File: config.mk
export PLATFORM = sky130hd
export DESIGN_NAME = bufcap_timer
export DESIGN_NICKNAME = d
export VERILOG_FILES = /design/src/rtl/bct_pkg.sv /design/src/rtl/bct_presc.sv /design/src/rtl/bct_filter.sv /design/src/rtl/bct_chan.sv /design/src/rtl/bct_modcnt.sv /design/src/rtl/bufcap_timer.sv
export SDC_FILE = /design/constraint.sdc
export NUM_CORES = 1
export LEC_CHECK = 0
export ABC_AREA = 1
export BUFFER_PORTS_ARGS = -buffer_cell sky130_fd_sc_hd__buf_2
export CAP_MARGIN = 25
export CORE_MARGIN = 10
export CORE_UTILIZATION = 45
export DETAILED_ROUTE_END_ITERATION = 10
export GPL_ROUTABILITY_DRIVEN = 1
export PLACE_DENSITY = 0.6
export SYNTH_ARGS = -nofsm -noshare
export SYNTH_HDL_FRONTEND = slang
export SYNTH_SLANG_ARGS = --single-unit
File: constraint.sdc
create_clock -name clk -period 2.4 [get_ports clk]
set_clock_uncertainty 0.1 [all_clocks]
set_input_delay 0.48 -clock clk [delete_from_list [all_inputs] [get_ports clk]]
set_output_delay 0.48 -clock clk [all_outputs]
set_load 0.01 [all_outputs]
File: src/rtl/bct_pkg.sv
package bct_pkg;
  localparam int ADDR_W = 4;

  typedef enum logic [1:0] {
    EDG_OFF  = 2'b00,
    EDG_RISE = 2'b01,
    EDG_FALL = 2'b10,
    EDG_BOTH = 2'b11
  } edge_sel_e;

  localparam logic [ADDR_W-1:0] A_CTRL  = 4'd0;
  localparam logic [ADDR_W-1:0] A_EDGE  = 4'd1;
  localparam logic [ADDR_W-1:0] A_MCTL  = 4'd2;
  localparam logic [ADDR_W-1:0] A_MOD   = 4'd3;
  localparam logic [ADDR_W-1:0] A_FLAG  = 4'd4;
  localparam logic [ADDR_W-1:0] A_TCNT  = 4'd5;
  localparam logic [ADDR_W-1:0] A_MLOAD = 4'd6;
  localparam int CAP_BASE  = 8;
  localparam int HOLD_BASE = 12;
endpackage

File: src/rtl/bct_presc.sv
module bct_presc #(
  parameter int W = 7
) (
  input  logic         clk,
  input  logic         rst_n,
  input  logic         en,
  input  logic [W-1:0] div,
  output logic         tick
);
  logic [W-1:0] cnt_q, cnt_d;

  always_comb begin
    tick  = en && (cnt_q >= div);
    cnt_d = cnt_q;
    if (!en || tick) cnt_d = '0;
    else             cnt_d = cnt_q + 1'b1;
  end

  always_ff @(posedge clk or negedge rst_n) begin
    if (!rst_n) cnt_q <= '0;
    else        cnt_q <= cnt_d;
  end
endmodule

File: src/rtl/bct_filter.sv
module bct_filter #(
  parameter int FBASE = 256,
  localparam int CW   = $clog2(FBASE * 4)
) (
  input  logic       clk,
  input  logic       rst_n,
  input  logic       pin,
  input  logic [1:0] dsel,
  output logic       acc,
  output logic       new_lvl
);
  logic s1_q, s2_q, lvl_q, lvl_d;
  logic [CW-1:0] cnt_q, cnt_d, lim;

  always_comb begin
    case (dsel)
      2'd0:    lim = '0;
      2'd1:    lim = CW'(FBASE - 1);
      2'd2:    lim = CW'(2 * FBASE - 1);
      default: lim = CW'(4 * FBASE - 1);
    endcase
  end

  always_comb begin
    acc     = 1'b0;
    lvl_d   = lvl_q;
    cnt_d   = cnt_q;
    new_lvl = s2_q;
    if (s2_q == lvl_q) begin
      cnt_d = '0;
    end else if (cnt_q >= lim) begin
      acc   = 1'b1;
      lvl_d = s2_q;
      cnt_d = '0;
    end else begin
      cnt_d = cnt_q + 1'b1;
    end
  end

  always_ff @(posedge clk or negedge rst_n) begin
    if (!rst_n) begin
      s1_q  <= 1'b0;
      s2_q  <= 1'b0;
      lvl_q <= 1'b0;
      cnt_q <= '0;
    end else begin
      s1_q  <= pin;
      s2_q  <= s1_q;
      lvl_q <= lvl_d;
      cnt_q <= cnt_d;
    end
  end
endmodule

File: src/rtl/bct_chan.sv
module bct_chan #(
  parameter int TW = 16
) (
  input  logic          clk,
  input  logic          rst_n,
  input  logic          cap_evt,
  input  logic [TW-1:0] tval,
  input  logic          xfer,
  input  logic          rd_cap,
  input  logic          rd_hold,
  output logic [TW-1:0] cap_q,
  output logic [TW-1:0] hold_q,
  output logic          capf_q,
  output logic          holdf_q
);
  logic [TW-1:0] cap_d, hold_d;
  logic          capf_d, holdf_d;

  always_comb begin
    cap_d   = cap_q;
    hold_d  = hold_q;
    capf_d  = capf_q;
    holdf_d = holdf_q;
    if (rd_cap)  capf_d  = 1'b0;
    if (rd_hold) holdf_d = 1'b0;
    if (xfer) begin
      hold_d  = cap_q;
      holdf_d = capf_q;
      capf_d  = 1'b0;
    end
    if (cap_evt) begin
      if (capf_d && !holdf_d) begin
        hold_d  = cap_q;
        holdf_d = 1'b1;
      end
      cap_d  = tval;
      capf_d = 1'b1;
    end
  end

  always_ff @(posedge clk or negedge rst_n) begin
    if (!rst_n) begin
      cap_q   <= '0;
      hold_q  <= '0;
      capf_q  <= 1'b0;
      holdf_q <= 1'b0;
    end else begin
      cap_q   <= cap_d;
      hold_q  <= hold_d;
      capf_q  <= capf_d;
      holdf_q <= holdf_d;
    end
  end
endmodule

File: src/rtl/bct_modcnt.sv
module bct_modcnt #(
  parameter int MW = 16,
  parameter int PW = 4
) (
  input  logic          clk,
  input  logic          rst_n,
  input  logic          en,
  input  logic          reload_mode,
  input  logic [PW-1:0] div,
  input  logic          ld_wr,
  input  logic [MW-1:0] ld_val,
  output logic [MW-1:0] cnt_q,
  output logic [MW-1:0] load_q,
  output logic          uf
);
  logic          tick;
  logic [MW-1:0] cnt_d, load_d;
  localparam logic [MW-1:0] ONE = MW'(1);

  bct_presc #(.W(PW)) u_mpsc (
    .clk  (clk),
    .rst_n(rst_n),
    .en   (en),
    .div  (div),
    .tick (tick)
  );

  always_comb begin
    cnt_d  = cnt_q;
    load_d = load_q;
    uf     = 1'b0;
    if (ld_wr) begin
      cnt_d  = ld_val;
      load_d = ld_val;
    end else if (tick && (cnt_q != '0)) begin
      if (cnt_q == ONE) begin
        uf    = 1'b1;
        cnt_d = reload_mode ? load_q : '0;
      end else begin
        cnt_d = cnt_q - 1'b1;
      end
    end
  end

  always_ff @(posedge clk or negedge rst_n) begin
    if (!rst_n) begin
      cnt_q  <= '0;
      load_q <= '0;
    end else begin
      cnt_q  <= cnt_d;
      load_q <= load_d;
    end
  end
endmodule

File: src/rtl/bufcap_timer.sv
module bufcap_timer
  import bct_pkg::*;
#(
  parameter int NCH   = 4,
  parameter int TW    = 16,
  parameter int TPW   = 7,
  parameter int MPW   = 4,
  parameter int FBASE = 256
) (
  input  logic              clk,
  input  logic              rst_n,
  input  logic              wr_en,
  input  logic              rd_en,
  input  logic [ADDR_W-1:0] addr,
  input  logic [TW-1:0]     wdata,
  output logic [TW-1:0]     rdata,
  input  logic [NCH-1:0]    cap_pin,
  output logic [NCH-1:0]    irq_cap,
  output logic              irq_ovf,
  output logic              irq_mod
);
  localparam int FSH = 2 * NCH;
  localparam int OVB = NCH;
  localparam int MDB = NCH + 1;

  logic           tmr_en_q, tmr_en_d;
  logic [TPW-1:0] tpsc_q, tpsc_d;
  edge_sel_e      edge_q [NCH];
  edge_sel_e      edge_d [NCH];
  logic [1:0]     fsel_q [NCH];
  logic [1:0]     fsel_d [NCH];
  logic           men_q, men_d, mrl_q, mrl_d;
  logic [MPW-1:0] mpsc_q, mpsc_d;
  logic [TW-1:0]  tcnt_q, tcnt_d;
  logic [NCH-1:0] capflg_q, capflg_d;
  logic           ovf_q, ovf_d, modf_q, modf_d;

  logic wr_ctrl, wr_edge, wr_mctl, wr_mod, wr_flag;
  logic tmr_tick, ovf_evt, mod_uf;
  logic [TW-1:0]  mcnt, mload;
  logic [NCH-1:0] acc, lvl, cap_evt, capf, holdf, rd_cap, rd_hold;
  logic [TW-1:0]  capv  [NCH];
  logic [TW-1:0]  holdv [NCH];

  assign wr_ctrl = wr_en && (addr == A_CTRL);
  assign wr_edge = wr_en && (addr == A_EDGE);
  assign wr_mctl = wr_en && (addr == A_MCTL);
  assign wr_mod  = wr_en && (addr == A_MOD);
  assign wr_flag = wr_en && (addr == A_FLAG);

  bct_presc #(.W(TPW)) u_tpsc (
    .clk  (clk),
    .rst_n(rst_n),
    .en   (tmr_en_q),
    .div  (tpsc_q),
    .tick (tmr_tick)
  );

  assign ovf_evt = tmr_tick && (tcnt_q == {TW{1'b1}});

  bct_modcnt #(.MW(TW), .PW(MPW)) u_mod (
    .clk        (clk),
    .rst_n      (rst_n),
    .en         (men_q),
    .reload_mode(mrl_q),
    .div        (mpsc_q),
    .ld_wr      (wr_mod),
    .ld_val     (wdata),
    .cnt_q      (mcnt),
    .load_q     (mload),
    .uf         (mod_uf)
  );

  for (genvar c = 0; c < NCH; c++) begin : g_ch
    bct_filter #(.FBASE(FBASE)) u_flt (
      .clk    (clk),
      .rst_n  (rst_n),
      .pin    (cap_pin[c]),
      .dsel   (fsel_q[c]),
      .acc    (acc[c]),
      .new_lvl(lvl[c])
    );

    always_comb begin
      case (edge_q[c])
        EDG_RISE: cap_evt[c] = acc[c] && lvl[c];
        EDG_FALL: cap_evt[c] = acc[c] && !lvl[c];
        EDG_BOTH: cap_evt[c] = acc[c];
        default:  cap_evt[c] = 1'b0;
      endcase
    end

    assign rd_cap[c]  = rd_en && (addr == ADDR_W'(CAP_BASE + c));
    assign rd_hold[c] = rd_en && (addr == ADDR_W'(HOLD_BASE + c));

    bct_chan #(.TW(TW)) u_chan (
      .clk    (clk),
      .rst_n  (rst_n),
      .cap_evt(cap_evt[c]),
      .tval   (tcnt_q),
      .xfer   (mod_uf),
      .rd_cap (rd_cap[c]),
      .rd_hold(rd_hold[c]),
      .cap_q  (capv[c]),
      .hold_q (holdv[c]),
      .capf_q (capf[c]),
      .holdf_q(holdf[c])
    );
  end

  always_comb begin
    tmr_en_d = tmr_en_q;
    tpsc_d   = tpsc_q;
    men_d    = men_q;
    mrl_d    = mrl_q;
    mpsc_d   = mpsc_q;
    for (int c = 0; c < NCH; c++) begin
      edge_d[c] = edge_q[c];
      fsel_d[c] = fsel_q[c];
    end
    if (wr_ctrl) begin
      tmr_en_d = wdata[0];
      tpsc_d   = wdata[TPW:1];
    end
    if (wr_edge) begin
      for (int c = 0; c < NCH; c++) begin
        edge_d[c] = edge_sel_e'(wdata[2*c +: 2]);
        fsel_d[c] = wdata[FSH + 2*c +: 2];
      end
    end
    if (wr_mctl) begin
      men_d  = wdata[0];
      mrl_d  = wdata[1];
      mpsc_d = wdata[MPW+1:2];
    end
    tcnt_d = tcnt_q + {{(TW-1){1'b0}}, tmr_tick};
  end

  always_comb begin
    capflg_d = capflg_q;
    ovf_d    = ovf_q;
    modf_d   = modf_q;
    if (wr_flag) begin
      capflg_d = capflg_q & ~wdata[NCH-1:0];
      if (wdata[OVB]) ovf_d  = 1'b0;
      if (wdata[MDB]) modf_d = 1'b0;
    end
    capflg_d = capflg_d | cap_evt;
    if (ovf_evt) ovf_d  = 1'b1;
    if (mod_uf)  modf_d = 1'b1;
  end

  always_ff @(posedge clk or negedge rst_n) begin
    if (!rst_n) begin
      tmr_en_q <= 1'b0;
      tpsc_q   <= '0;
      men_q    <= 1'b0;
      mrl_q    <= 1'b0;
      mpsc_q   <= '0;
      tcnt_q   <= '0;
      capflg_q <= '0;
      ovf_q    <= 1'b0;
      modf_q   <= 1'b0;
      for (int c = 0; c < NCH; c++) begin
        edge_q[c] <= EDG_OFF;
        fsel_q[c] <= 2'd0;
      end
    end else begin
      tmr_en_q <= tmr_en_d;
      tpsc_q   <= tpsc_d;
      men_q    <= men_d;
      mrl_q    <= mrl_d;
      mpsc_q   <= mpsc_d;
      tcnt_q   <= tcnt_d;
      capflg_q <= capflg_d;
      ovf_q    <= ovf_d;
      modf_q   <= modf_d;
      for (int c = 0; c < NCH; c++) begin
        edge_q[c] <= edge_d[c];
        fsel_q[c] <= fsel_d[c];
      end
    end
  end

  always_comb begin
    rdata = '0;
    case (addr)
      A_CTRL: begin
        rdata[0]     = tmr_en_q;
        rdata[TPW:1] = tpsc_q;
      end
      A_EDGE: begin
        for (int c = 0; c < NCH; c++) begin
          rdata[2*c +: 2]       = edge_q[c];
          rdata[FSH + 2*c +: 2] = fsel_q[c];
        end
      end
      A_MCTL: begin
        rdata[0]       = men_q;
        rdata[1]       = mrl_q;
        rdata[MPW+1:2] = mpsc_q;
      end
      A_MOD:   rdata = mcnt;
      A_FLAG: begin
        rdata[NCH-1:0] = capflg_q;
        rdata[OVB]     = ovf_q;
        rdata[MDB]     = modf_q;
      end
      A_TCNT:  rdata = tcnt_q;
      A_MLOAD: rdata = mload;
      default: begin
        for (int c = 0; c < NCH; c++) begin
          if (addr == ADDR_W'(CAP_BASE + c))  rdata = capv[c];
          if (addr == ADDR_W'(HOLD_BASE + c)) rdata = holdv[c];
        end
      end
    endcase
  end

  assign irq_cap = capflg_q;
  assign irq_ovf = ovf_q;
  assign irq_mod = modf_q;
endmodule

==> results.ini, run 1 <==
[outcome]
outcome = finished, violations left
violations = setup timing

[die]
die_w_um = 205
coreArea_mm2 = 0.0336
die_h_um = 205
start_util_pct = 45.7
rows = 67
dieArea_mm2 = 0.0419
pin_count = 50

[min_path]
hp-class = input pin to flip-flop

[detailed_routing]
routed_wl_mm = 49.8
drtIter0Drc = 1117
wl_per_cell_um = 18.2
viasPerCell = 5.32
drc = 0
first_pass_iters = 5
ant_nets = 0
dr_total_vias = 14600

[logic_synthesis]
yosys_warnings = 0
seq_area_frac_synth_pct = 46.1
async_flop_share_pct = 100
syn-num-nets = 2084
synth.distinct_cells = 39
ys_seq_elements = 283
synth.avg_cell_area_um2 = 7.64
syn_inst = 2011
netlist_area_mm2 = 0.0154
synth-edff-count = 0
synth_flop_cell = dfrtp_1

[sta]
finalSetupViolCount = 11
clock.fmax_mhz = 396
tns_ns = -0.396
rsz0062_at_grt = true
setup_ws_ns = -0.123
worst_slew_pin_slew_ns = 0.455
relSlewSlack_pct = 69.6
whs_ns = 0.127
period_needed_ns = 2.52
slew_violations = 0
finalHoldViolations = 0
fin_crit_sh_pct = 105

[final_layout]
finalNetCount = 2342
drive_gt1_share_pct = 23.8
layout_commonest_cell = nand2_1
n_fill_cell = 2926
synthToLayoutAreaGrowth_pct = 31.7
antenna_cells = 0
final_cell_mix = nand2_1, dfrtp_1, o21ai_0
stdcell_count = 2738

[pwr]
leakage_nw = 10.0
vdd_ir_drop_max_mv = 0.710
p_int_w = 0.00992
comb_power_share_pct = 26.2
powerDensity_mw_per_mm2 = 735
p_clk_share_pct = 34.7
p_switching_w = 0.00494
seqPwrFrac_pct = 39.1
swShare_pct = 33.2

[cts]
numClockSinks = 283
clockBufferDepth = 3
cts_tree = done
path_clk_slew_ns = 0.06
numCtsBuffers = 34
cts-root-buf = clkbuf_16
htree_levels = 2
insertion_delay_ns = 0.52

[setup_path]
crit_arrival_ns = 2.87
cp.required_ns = 2.74
crit_top_cell = ha_4
critPathCaptureType = flip-flop
cp_max_fo = 2
startpoint_type = flip-flop
crit_type = flip-flop to flip-flop
crit_slowest_cell = dfrtp_1
path_cells = ha_4 -> nand2_2 -> o21ai_2 -> nand4_1 -> nand3_1 -> nand2_1 -> inv_2 -> ha_4 -> ha_4 -> nand2_4 -> nor3_2 -> nand2_1 -> inv_2 -> nand4_1 -> nor2_1 -> xor2_1
max_stage_delay_ns = 0.43

[placement]
gp_congestion = 0.939
dpl.hpwl_mm = 35.0
dp_cells = 2607
io_buffers = 49
place_worst_setup_slack_ns = -0.430

[global_routing]
grt_pass1_wl_mm = 76.4
grt_use_total_pct = 22.9
grt_pass1_vias = 13800
antenna_found_initial = 0
grt_max_degree = 57
grt_overflow = 0

[job]
maxCapViolCount = 0

==> sequential cells by signal, indices dropped and copies added (netlist names), 7 cells and up <==
signal              count
g_ch.u_flt.cnt_q       40
tpsc_q                  7
g_ch.u_chan.cap_q      64
g_ch.u_chan.hold_q     64
u_mod.cnt_q            16
u_mod.load_q           16
u_tpsc.cnt_q            7
tcnt_q                 16
fsel_q                  8
edge_q                  8
==> area by class of cell <==
type	instances	area, um2	share of cell area (%)
Clock inverter	7	70.1	0.347
Timing Repair Buffer	289	2640	13.1
Inverter	178	694	3.43
Multi-Input combinational cell	1483	8120	40.2
Tap cell	448	561	2.77
Clock buffer	50	1030	5.12
Sequential cell	283	7090	35.1
==> final timing paths <==
kind | start | end | slack (ns) | cells after the start
worst max register to register | u_tpsc.cnt_q[1] | tcnt_q[14] | -0.12 | 16
max in group asynchronous | rst_n | g_ch[3].u_chan.cap_q[12] | 1.11 | 3
worst min-delay path | wdata[1] | u_mod.load_q[1] | 0.13 | 3
worst max-delay path | u_tpsc.cnt_q[1] | tcnt_q[14] | -0.12 | 16
worst min register to register | g_ch[0].u_flt.s1_q | g_ch[0].u_flt.new_lvl | 0.25 | 0
min in group asynchronous | rst_n | g_ch[1].u_flt.cnt_q[0] | 0.39 | 2
==> stage by stage <==
step / instance area, um2 / util, % / total power, W
after global routing: 20200 / 60.1 / 0.0157
after floorplan: 15400 / - / 0.00773
after global placement: 17400 / 51.8 / 0.00917
after CTS: 19300 / 57.4 / 0.0146
after detailed placement: 17400 / 51.8 / 0.00925
final: 20200 / 60.1 / 0.0149
==> logic make-up (layout without fill, tap and decap cells) <==
| family | after synthesis | after routing | synth area share (%) |
|---|---|---|---|
| adder cells (fa/ha/maj) | 45 | 45 | 3.67 |
| XOR/XNOR | 54 | 54 | 3.08 |
| buffers and inverters | 248 | 524 | 6.45 |
| AND/OR/NAND/NOR | 1036 | 1039 | 28.4 |
| AO/OA/AOI/OAI | 345 | 345 | 12.3 |
| flip-flops | 283 | 283 | 46.1 |
==> worst max-delay path: cells and delay by family (launching register included) <==
kind | cells | cell delay [ns]
and+or+nand+nor | 9 | 0.95
adders and majority gates | 3 | 0.58
DFF | 1 | 0.43
xor gates and xnor gates | 1 | 0.16
buffers and inverters | 2 | 0.15
AOI/OAI and AO/OA | 1 | 0.10
==> metal layers <==
layer | vias up | track usage, % | wire (um)
met3 | 101 | 3.60 | 2880
met4 | 0 | 7.35 | 1750
met5 | - | 0 | 0
li1 | 7056 | - | -
met1 | 7011 | 30.2 | 21400
met2 | 404 | 37.7 | 23700
==> cells in the mapped netlist (all sizes together), types with 31 or more instances <==
master,n,share of area [%]
o21ai,242,7.9
ha,45,3.7
nand2,715,18
clkbuf,50,1.2
dfrtp,283,46
nand3,100,3.5
a21oi,33,1.1
inv,178,4.4
xor2,45,2.6
nor2,144,4.2
nand4,31,1.3
==> power by group through the flow <==
stage	clock, W	combinational, W	sequential [W]
after floorplan	0	0.00201	0.00572
after global placement	0	0.00334	0.00583
after detailed placement	0	0.00340	0.00584
after CTS	0.00523	0.00354	0.00579
after global routing	0.00544	0.00433	0.00588
final	0.00515	0.00389	0.00581
==> what timing repair did <==
action	in CTS	in global routing
endpoints found under the setup margin	85	146
endpoints found under the hold margin	47	0
hold buffers	5	0
pin swaps	46	77
buffers inserted	22	42
cloned	1	6
gates resized for setup	124	143
Power figures use the tool's default switching activity.
==> inputs of run 2 (changes only) <==
SETUP_SLACK_MARGIN = 0.1   (was not set)
==> run 2 against run 1 <==
Effect of this change:
- the flow still finishes with violations (setup timing)
- setup slack lost 0.047 ns
- via count grew 1.7%
- sequential cell count did not move
- first-iteration DRC count up 3.0%
- register-to-register slack got worse by 0.05 ns
- wire length rose by 5.2%
- largest cell class unchanged
- highest routed layer unchanged
==> results.ini, run 2 (synthesis results as in run 1) <==
[outcome]
outcome = finished, violations left
violations = setup timing

[cts]
insertion_delay_ns = 0.54  ; +0.02 ns
cts_tree = done
htree_levels = 2  ; unchanged
numCtsBuffers = 35  ; +2.9%
clockBufferDepth = 3  ; unchanged
cts-root-buf = clkbuf_16
numClockSinks = 283  ; unchanged
path_clk_slew_ns = 0.06  ; about the same

[global_routing]
grt-busiest-layer = met2
grt_overflow = 0  ; unchanged
use_met3_pct = 3.49  ; -0.11 points
gr-usage-met2_pct = 38.1  ; +0.39 points
use_met1_pct = 31.3  ; +1.2 points
grt_pass1_vias = 14000  ; +0.84%
antenna_found_initial = 1  ; +1
grt_use_total_pct = 23.4  ; +0.49 points
grt_pass1_wl_mm = 78.0  ; +2.1%
grt_max_degree = 61  ; +7.0%

[final_layout]
n_fill_cell = 2828  ; -3.3%
finalNetCount = 2335  ; -0.30%
largestRegisters = g_ch.u_chan.cap_q x64, g_ch.u_chan.hold_q x64, g_ch.u_flt.cnt_q x40
final_core_util_pct = 62.9  ; +2.8 points
drive_gt1_share_pct = 29.6  ; +5.7 points
synthToLayoutAreaGrowth_pct = 37.8
design_area_mm2 = 0.0212  ; +4.7%
layout_commonest_cell = nand2_1
antenna_cells = 0  ; unchanged
final_cell_mix = nand2_1, dfrtp_1, o21ai_0

[pwr]
powerDensity_mw_per_mm2 = 728  ; -0.98%
leakage_nw = 10.7  ; +6.3%
p_total_w = 0.0154  ; +3.6%
vdd_ir_drop_max_mv = 0.679  ; -4.3%

[sta]
setup_ws_ns = -0.171  ; -0.0472 ns
finalHoldViolations = 0  ; unchanged
period_needed_ns = 2.57  ; +0.0472 ns
slew_violations = 0  ; unchanged
whs_ns = 0.124  ; -0.00221 ns
rsz0062_at_grt = true
finalSetupViolCount = 28  ; +17
worst_slew_pin_slew_ns = 0.495  ; +0.0407 ns
relSlewSlack_pct = 66.9  ; -2.7 points
fin_crit_sh_pct = 107  ; +2.0 points
clock.fmax_mhz = 389  ; -1.8%

[placement]
io_buffers = 49  ; unchanged
placed_area_mm2 = 0.0174  ; about the same
place_worst_setup_slack_ns = -0.509  ; -0.0790 ns
gp_congestion = 0.961  ; +2.3%
dpl.hpwl_mm = 35.9  ; +2.5%

[setup_path]
crit_arrival_ns = 2.93  ; +0.06 ns
cp_max_fo = 3  ; +1
crit_type = flip-flop to flip-flop
critPathCaptureType = flip-flop
startpoint_type = flip-flop
crit_slowest_cell = dfrtp_1
path_cells = inv_1 -> ha_1 -> nand2_1 -> o21a_1 -> nand3_1 -> nand2_1 -> inv_2 -> ha_4 -> buf_4 -> buf_4 -> nand4_1 -> nor3_4 -> buf_6 -> nand3_2 -> a22oi_1
max_stage_delay_ns = 0.35  ; -0.08 ns
cp.required_ns = 2.76  ; +0.02 ns

[die]
rows = 67  ; unchanged
coreArea_mm2 = 0.0336  ; unchanged
dieArea_mm2 = 0.0419  ; unchanged
die_h_um = 205  ; unchanged
start_util_pct = 45.7  ; unchanged
pin_count = 50  ; unchanged
die_w_um = 205  ; unchanged

[detailed_routing]
dr_total_vias = 14800  ; +1.7%
routed_wl_mm = 52.4  ; +5.2%
drc = 0  ; unchanged
wl_per_cell_um = 19.1  ; +5.2%
drtIter0Drc = 1151  ; +3.0%
first_pass_iters = 6  ; +1
ant_nets = 0  ; unchanged
viasPerCell = 5.41  ; +1.7%

[job]
maxCapViolCount = 0  ; unchanged

[min_path]
hp-class = input pin to flip-flop

[run 2: changes by cell type in the layout (fill, tap and decap cells not counted), sizes merged]
| cell | change |
|---|---|
| buf | -18 |
| bufinv | +2 |
| clkbuf | +14 |
| clkinv | +3 |
| nand3 | -1 |
| nor2 | -1 |
[run 2: power breakdown]
part           switching [W]  internal, W  total, W
logic                0.00243      0.00162   0.00405
clock network        0.00216      0.00339   0.00556
registers           0.000512      0.00528   0.00579
[run 2: metal layers]
metal,wire [um],share of wire [%]
met2,25200,48
met3,3030,5.8
met5,0,0
met4,1670,3.2
met1,22400,43
[run 2: layout make-up]
| class | count | area, um2 | area share (%) |
|---|---|---|---|
| sequential | 283 | 7090 | 33.5 |
| clock buffer | 52 | 1060 | 5.01 |
| multi-input combinational | 1481 | 8690 | 41.1 |
| timing repair buffer | 283 | 2930 | 13.8 |
| inverter | 178 | 677 | 3.20 |
| tap | 448 | 561 | 2.65 |
| clock inverter | 12 | 153 | 0.721 |
[run 2: repair_timing]
| item | in CTS | in global routing |
|---|---|---|
| setup endpoints to repair | 121 | 156 |
| pin swaps | 29 | 124 |
| cloned | 0 | 18 |
| hold buffers | 5 | 0 |
| gates resized for setup | 121 | 350 |
| hold endpoints to repair | 32 | 0 |
| setup buffers | 20 | 34 |
[run 2: path summary, 6_finish.rpt]
path	from	endpoint	slack [ns]	depth (start not counted)
min in group asynchronous	rst_n	g_ch[3].u_flt.cnt_q[5]	0.33	2
setup / recovery	tpsc_q[5]	tcnt_q[11]	-0.17	15
setup reg to reg	tpsc_q[5]	tcnt_q[11]	-0.17	15
max in group asynchronous	rst_n	g_ch[3].u_chan.hold_q[5]	1.21	3
hold / removal	wdata[2]	u_mod.load_q[2]	0.12	3
hold reg to reg	g_ch[1].u_flt.s1_q	g_ch[1].u_flt.new_lvl	0.25	0
[run 2: metrics by stage]
| stage | instances | TNS, ns |
|---|---|---|
| 2_1_floorplan | 2011 | 0 |
| 6_report | 2737 | -1.94 |
| 4_1_cts | 2689 | -0.943 |
| 3_5_place_dp | 2600 | -14.12 |
| 5_1_grt | 2737 | -5.40 |
| 3_3_place_gp | 2600 | -13.77 |
[run 2: worst max-delay path, delay by kind of cell (launching register included)]
family / cells / cell delay, ns
compound gates: 2 / 0.35
buf+inv: 5 / 0.51
fa+ha+maj: 2 / 0.45
simple gates: 6 / 0.74
flops: 1 / 0.35
==> inputs of run 3 (changes only) <==
ABC_AREA = not set   (was 1)
==> run 3 against run 2 <==
Effect of this change:
- the run still ends with setup timing left
- fmax decreased by 4.3%
- combinational power rose by 30%
- synthesized cell count down 32%
- final cell count down 21%
- cell area down 0.53%
- global-route usage fell by 0.97 points
- sequential share of layout area increased by 0.13 points
- non-clock buffer count increased by 79
- critical path depth fell by 5
- sequential cell count stayed put
==> results.ini, run 3 <==
[sta]
period_needed_ns = 2.69  ; +0.116 ns
tns_ns = -23.36  ; -21.41 ns
clock.fmax_mhz = 372  ; -4.3%
fin_crit_sh_pct = 112  ; +4.8 points
finalHoldViolations = 0  ; unchanged
finalSetupViolCount = 157  ; +460%
relSlewSlack_pct = 60.2  ; -6.7 points
worst_slew_pin_slew_ns = 0.594  ; +0.0990 ns
setup_ws_ns = -0.287  ; -0.116 ns
rsz0062_at_grt = true
slew_violations = 0  ; unchanged

[cts]
htree_levels = 2  ; unchanged
clockBufferDepth = 3  ; unchanged
cts-root-buf = clkbuf_16
insertion_delay_ns = 0.52  ; -0.02 ns
numCtsBuffers = 34  ; -2.9%
numClockSinks = 283  ; unchanged
path_clk_slew_ns = 0.06  ; about the same
cts_tree = done

[pwr]
p_total_w = 0.0165  ; +7.3%
powerDensity_mw_per_mm2 = 785  ; +7.9%
p_int_w = 0.0111  ; +8.3%
vdd_ir_drop_max_mv = 0.693  ; +2.1%
leakage_nw = 10.2  ; -4.3%
swShare_pct = 32.5  ; -0.61 points
seqPwrFrac_pct = 36.4  ; -1.2 points
p_switching_w = 0.00537  ; +5.3%
p_clk_share_pct = 31.7  ; -4.4 points
comb_power_share_pct = 31.9  ; +5.6 points

[die]
start_util_pct = 45.5  ; -0.21 points
pin_count = 50  ; unchanged
rows = 66  ; -1.5%
dieArea_mm2 = 0.0403  ; -3.7%
die_w_um = 201  ; -1.9%
die_h_um = 201  ; -1.9%
coreArea_mm2 = 0.0324  ; -3.7%

[outcome]
outcome = finished, violations left
violations = setup timing

[logic_synthesis]
synth.top_cells.by_area = dfrtp_1, mux2_2, mux2_4, nand2_1, ha_1
synth_common_cells = dfrtp_1, nand2_1, mux2_2, nor2_1, o21ai_0
synth_flop_cell = dfrtp_1
synth.avg_cell_area_um2 = 10.8  ; +41%
synth-edff-count = 0  ; unchanged
synth_top_area_cell = dfrtp_1
yosysTopAreaCellShare_pct = 48.1  ; +2.0 points
synth.distinct_cells = 63  ; +62%
yosys_warnings = 0  ; unchanged
syn_inst = 1368  ; -32%
netlist_area_mm2 = 0.0147  ; -4.1%
syn-num-nets = 1441  ; -31%
ys_seq_elements = 283  ; unchanged
seq_area_frac_synth_pct = 48.1  ; +2.0 points
async_flop_share_pct = 100  ; unchanged
synth_most_common_cell = dfrtp_1

[setup_path]
path_cells = buf_6 -> nor4_4 -> nand4_4 -> nor4b_4 -> nand4_4 -> buf_6 -> o31ai_4 -> buf_4 -> buf_12 -> mux2_4
crit_arrival_ns = 2.98  ; +0.05 ns
crit_slowest_cell = nor4_4
critPathCaptureType = flip-flop
startpoint_type = flip-flop
cp_max_fo = 6  ; +3
crit_type = flip-flop to flip-flop
cp.required_ns = 2.70  ; -0.06 ns
max_stage_delay_ns = 0.40  ; +0.05 ns

[placement]
dpl.hpwl_mm = 30.2  ; -16%
gp_congestion = 0.930  ; -3.2%
io_buffers = 49  ; unchanged

[detailed_routing]
first_pass_iters = 5  ; -1
ant_nets = 0  ; unchanged
routed_wl_mm = 47.9  ; -8.4%
dr_total_vias = 12300  ; -17%
drtIter0Drc = 1063  ; -7.6%
viasPerCell = 5.72  ; +5.6%
drc = 0  ; unchanged
wl_per_cell_um = 22.2  ; +16%

[global_routing]
grt_max_degree = 68  ; +11%
antenna_found_initial = 1  ; unchanged
grt_pass1_wl_mm = 72.5  ; -7.1%
grt_use_total_pct = 22.4  ; -0.97 points
grt_pass1_vias = 12500  ; -10%
grt_overflow = 0  ; unchanged

[final_layout]
largestRegisters = g_ch.u_chan.cap_q x64, g_ch.u_chan.hold_q x64, g_ch.u_flt.cnt_q x40
drive_gt1_share_pct = 45.5  ; +16 points
finalNetCount = 1766  ; -24%
final_cell_mix = dfrtp_1, buf_4, mux2_4
layout_commonest_cell = dfrtp_1
synthToLayoutAreaGrowth_pct = 43.0
final_core_util_pct = 65.0  ; +2.1 points

[min_path]
hp-class = input pin to flip-flop

[job]
maxCapViolCount = 0  ; unchanged

[run 3: cell count changes in the layout (fill, tap and decap cells not counted), moves of 18 or more]
cell,previous run,this run
nor2_1,107,84
and3_1,0,18
mux2_2,0,45
inv_1,143,39
mux2_4,0,130
buf_6,32,58
buf_4,150,201
nand2_2,97,13
nand2_1,567,129
inv_2,32,3
nand2_4,50,9
o21ai_0,175,20
nand3_1,69,42
[run 3: through the flow]
stage                     hold slack [ns]  setup slack, ns  area, um2  std cells
after floorplan                    0.0844           -0.145      15000       1368
after global routing                0.140           -0.391      21000       2159
after global placement              0.237           -0.275      17000       1982
final                               0.115           -0.287      21000       2159
after CTS                           0.101           -0.281      19900       2114
after detailed placement            0.246           -0.315      17000       1982
[run 3: power by group through the flow]
| stage | logic, W | registers (W) | clock network (W) |
|---|---|---|---|
| final | 0.00527 | 0.00601 | 0.00524 |
| after global routing | 0.00567 | 0.00607 | 0.00552 |
| after CTS | 0.00457 | 0.00598 | 0.00532 |
| after detailed placement | 0.00383 | 0.00603 | 0 |
| after global placement | 0.00375 | 0.00601 | 0 |
| after floorplan | 0.00211 | 0.00598 | 0 |
[run 3: worst max-delay path, delay by kind of cell, from the launching register on]
kind | cells | cell delay [ns]
flops | 1 | 0.39
simple gates | 4 | 1.10
compound gates | 1 | 0.07
buf+inv | 4 | 0.61
mux | 1 | 0.30
[run 3: kinds of logic after synthesis]
family / share of synthesized area (%)
muxes: 15.1
xor gates and xnor gates: 4.05
buffers and inverters: 3.60
AOI/OAI and AO/OA: 11.4
adders and majority gates: 3.83
and+or+nand+nor: 13.9
DFF: 48.1
[run 3: timing repair]
| action | in CTS | in global routing |
|---|---|---|
| hold buffers | 5 | 0 |
| resized for setup | 249 | 199 |
| buffers inserted | 54 | 44 |
| gates cloned | 15 | 5 |
| endpoints found under the hold margin | 48 | 0 |
| setup endpoints to repair | 182 | 210 |
| pin swaps | 73 | 78 |
[run 3: final cells by class]
type,count,area [um2]
antenna,1,2.50
timing repair buffer,362,3660
clock buffer,47,1010
sequential,283,7080
clock inverter,12,116
multi-input combinational,970,8460
fill,2485,11300
inverter,42,158
tap,442,553
[run 3: path summary, 6_finish.rpt]
kind                                         start                       end  slack [ns]  cells past startpoint
max in group asynchronous                    rst_n                tcnt_q[14]        1.03                      3
worst max register to register      u_mod.cnt_q[5]  g_ch[0].u_chan.hold_q[8]       -0.29                     10
min in group asynchronous                    rst_n            u_mod.cnt_q[7]        0.41                      2
worst min register to register  g_ch[0].u_flt.s1_q     g_ch[0].u_flt.new_lvl        0.26                      0
worst min-delay path                     wdata[14]          u_mod.load_q[14]        0.12                      3
worst max-delay path                u_mod.cnt_q[5]  g_ch[0].u_chan.hold_q[8]       -0.29                     10
[run 3: layer usage]
metal | part of all wire (%) | routed length, um | vias up | track usage [%]
li1 | - | - | 5549 | -
met1 | 44 | 21100 | 6254 | 31.4
met2 | 46 | 22200 | 436 | 34.7
met3 | 6.4 | 3080 | 100 | 3.52
met4 | 3.2 | 1530 | 0 | 7.33
met5 | 0 | 0 | - | 0
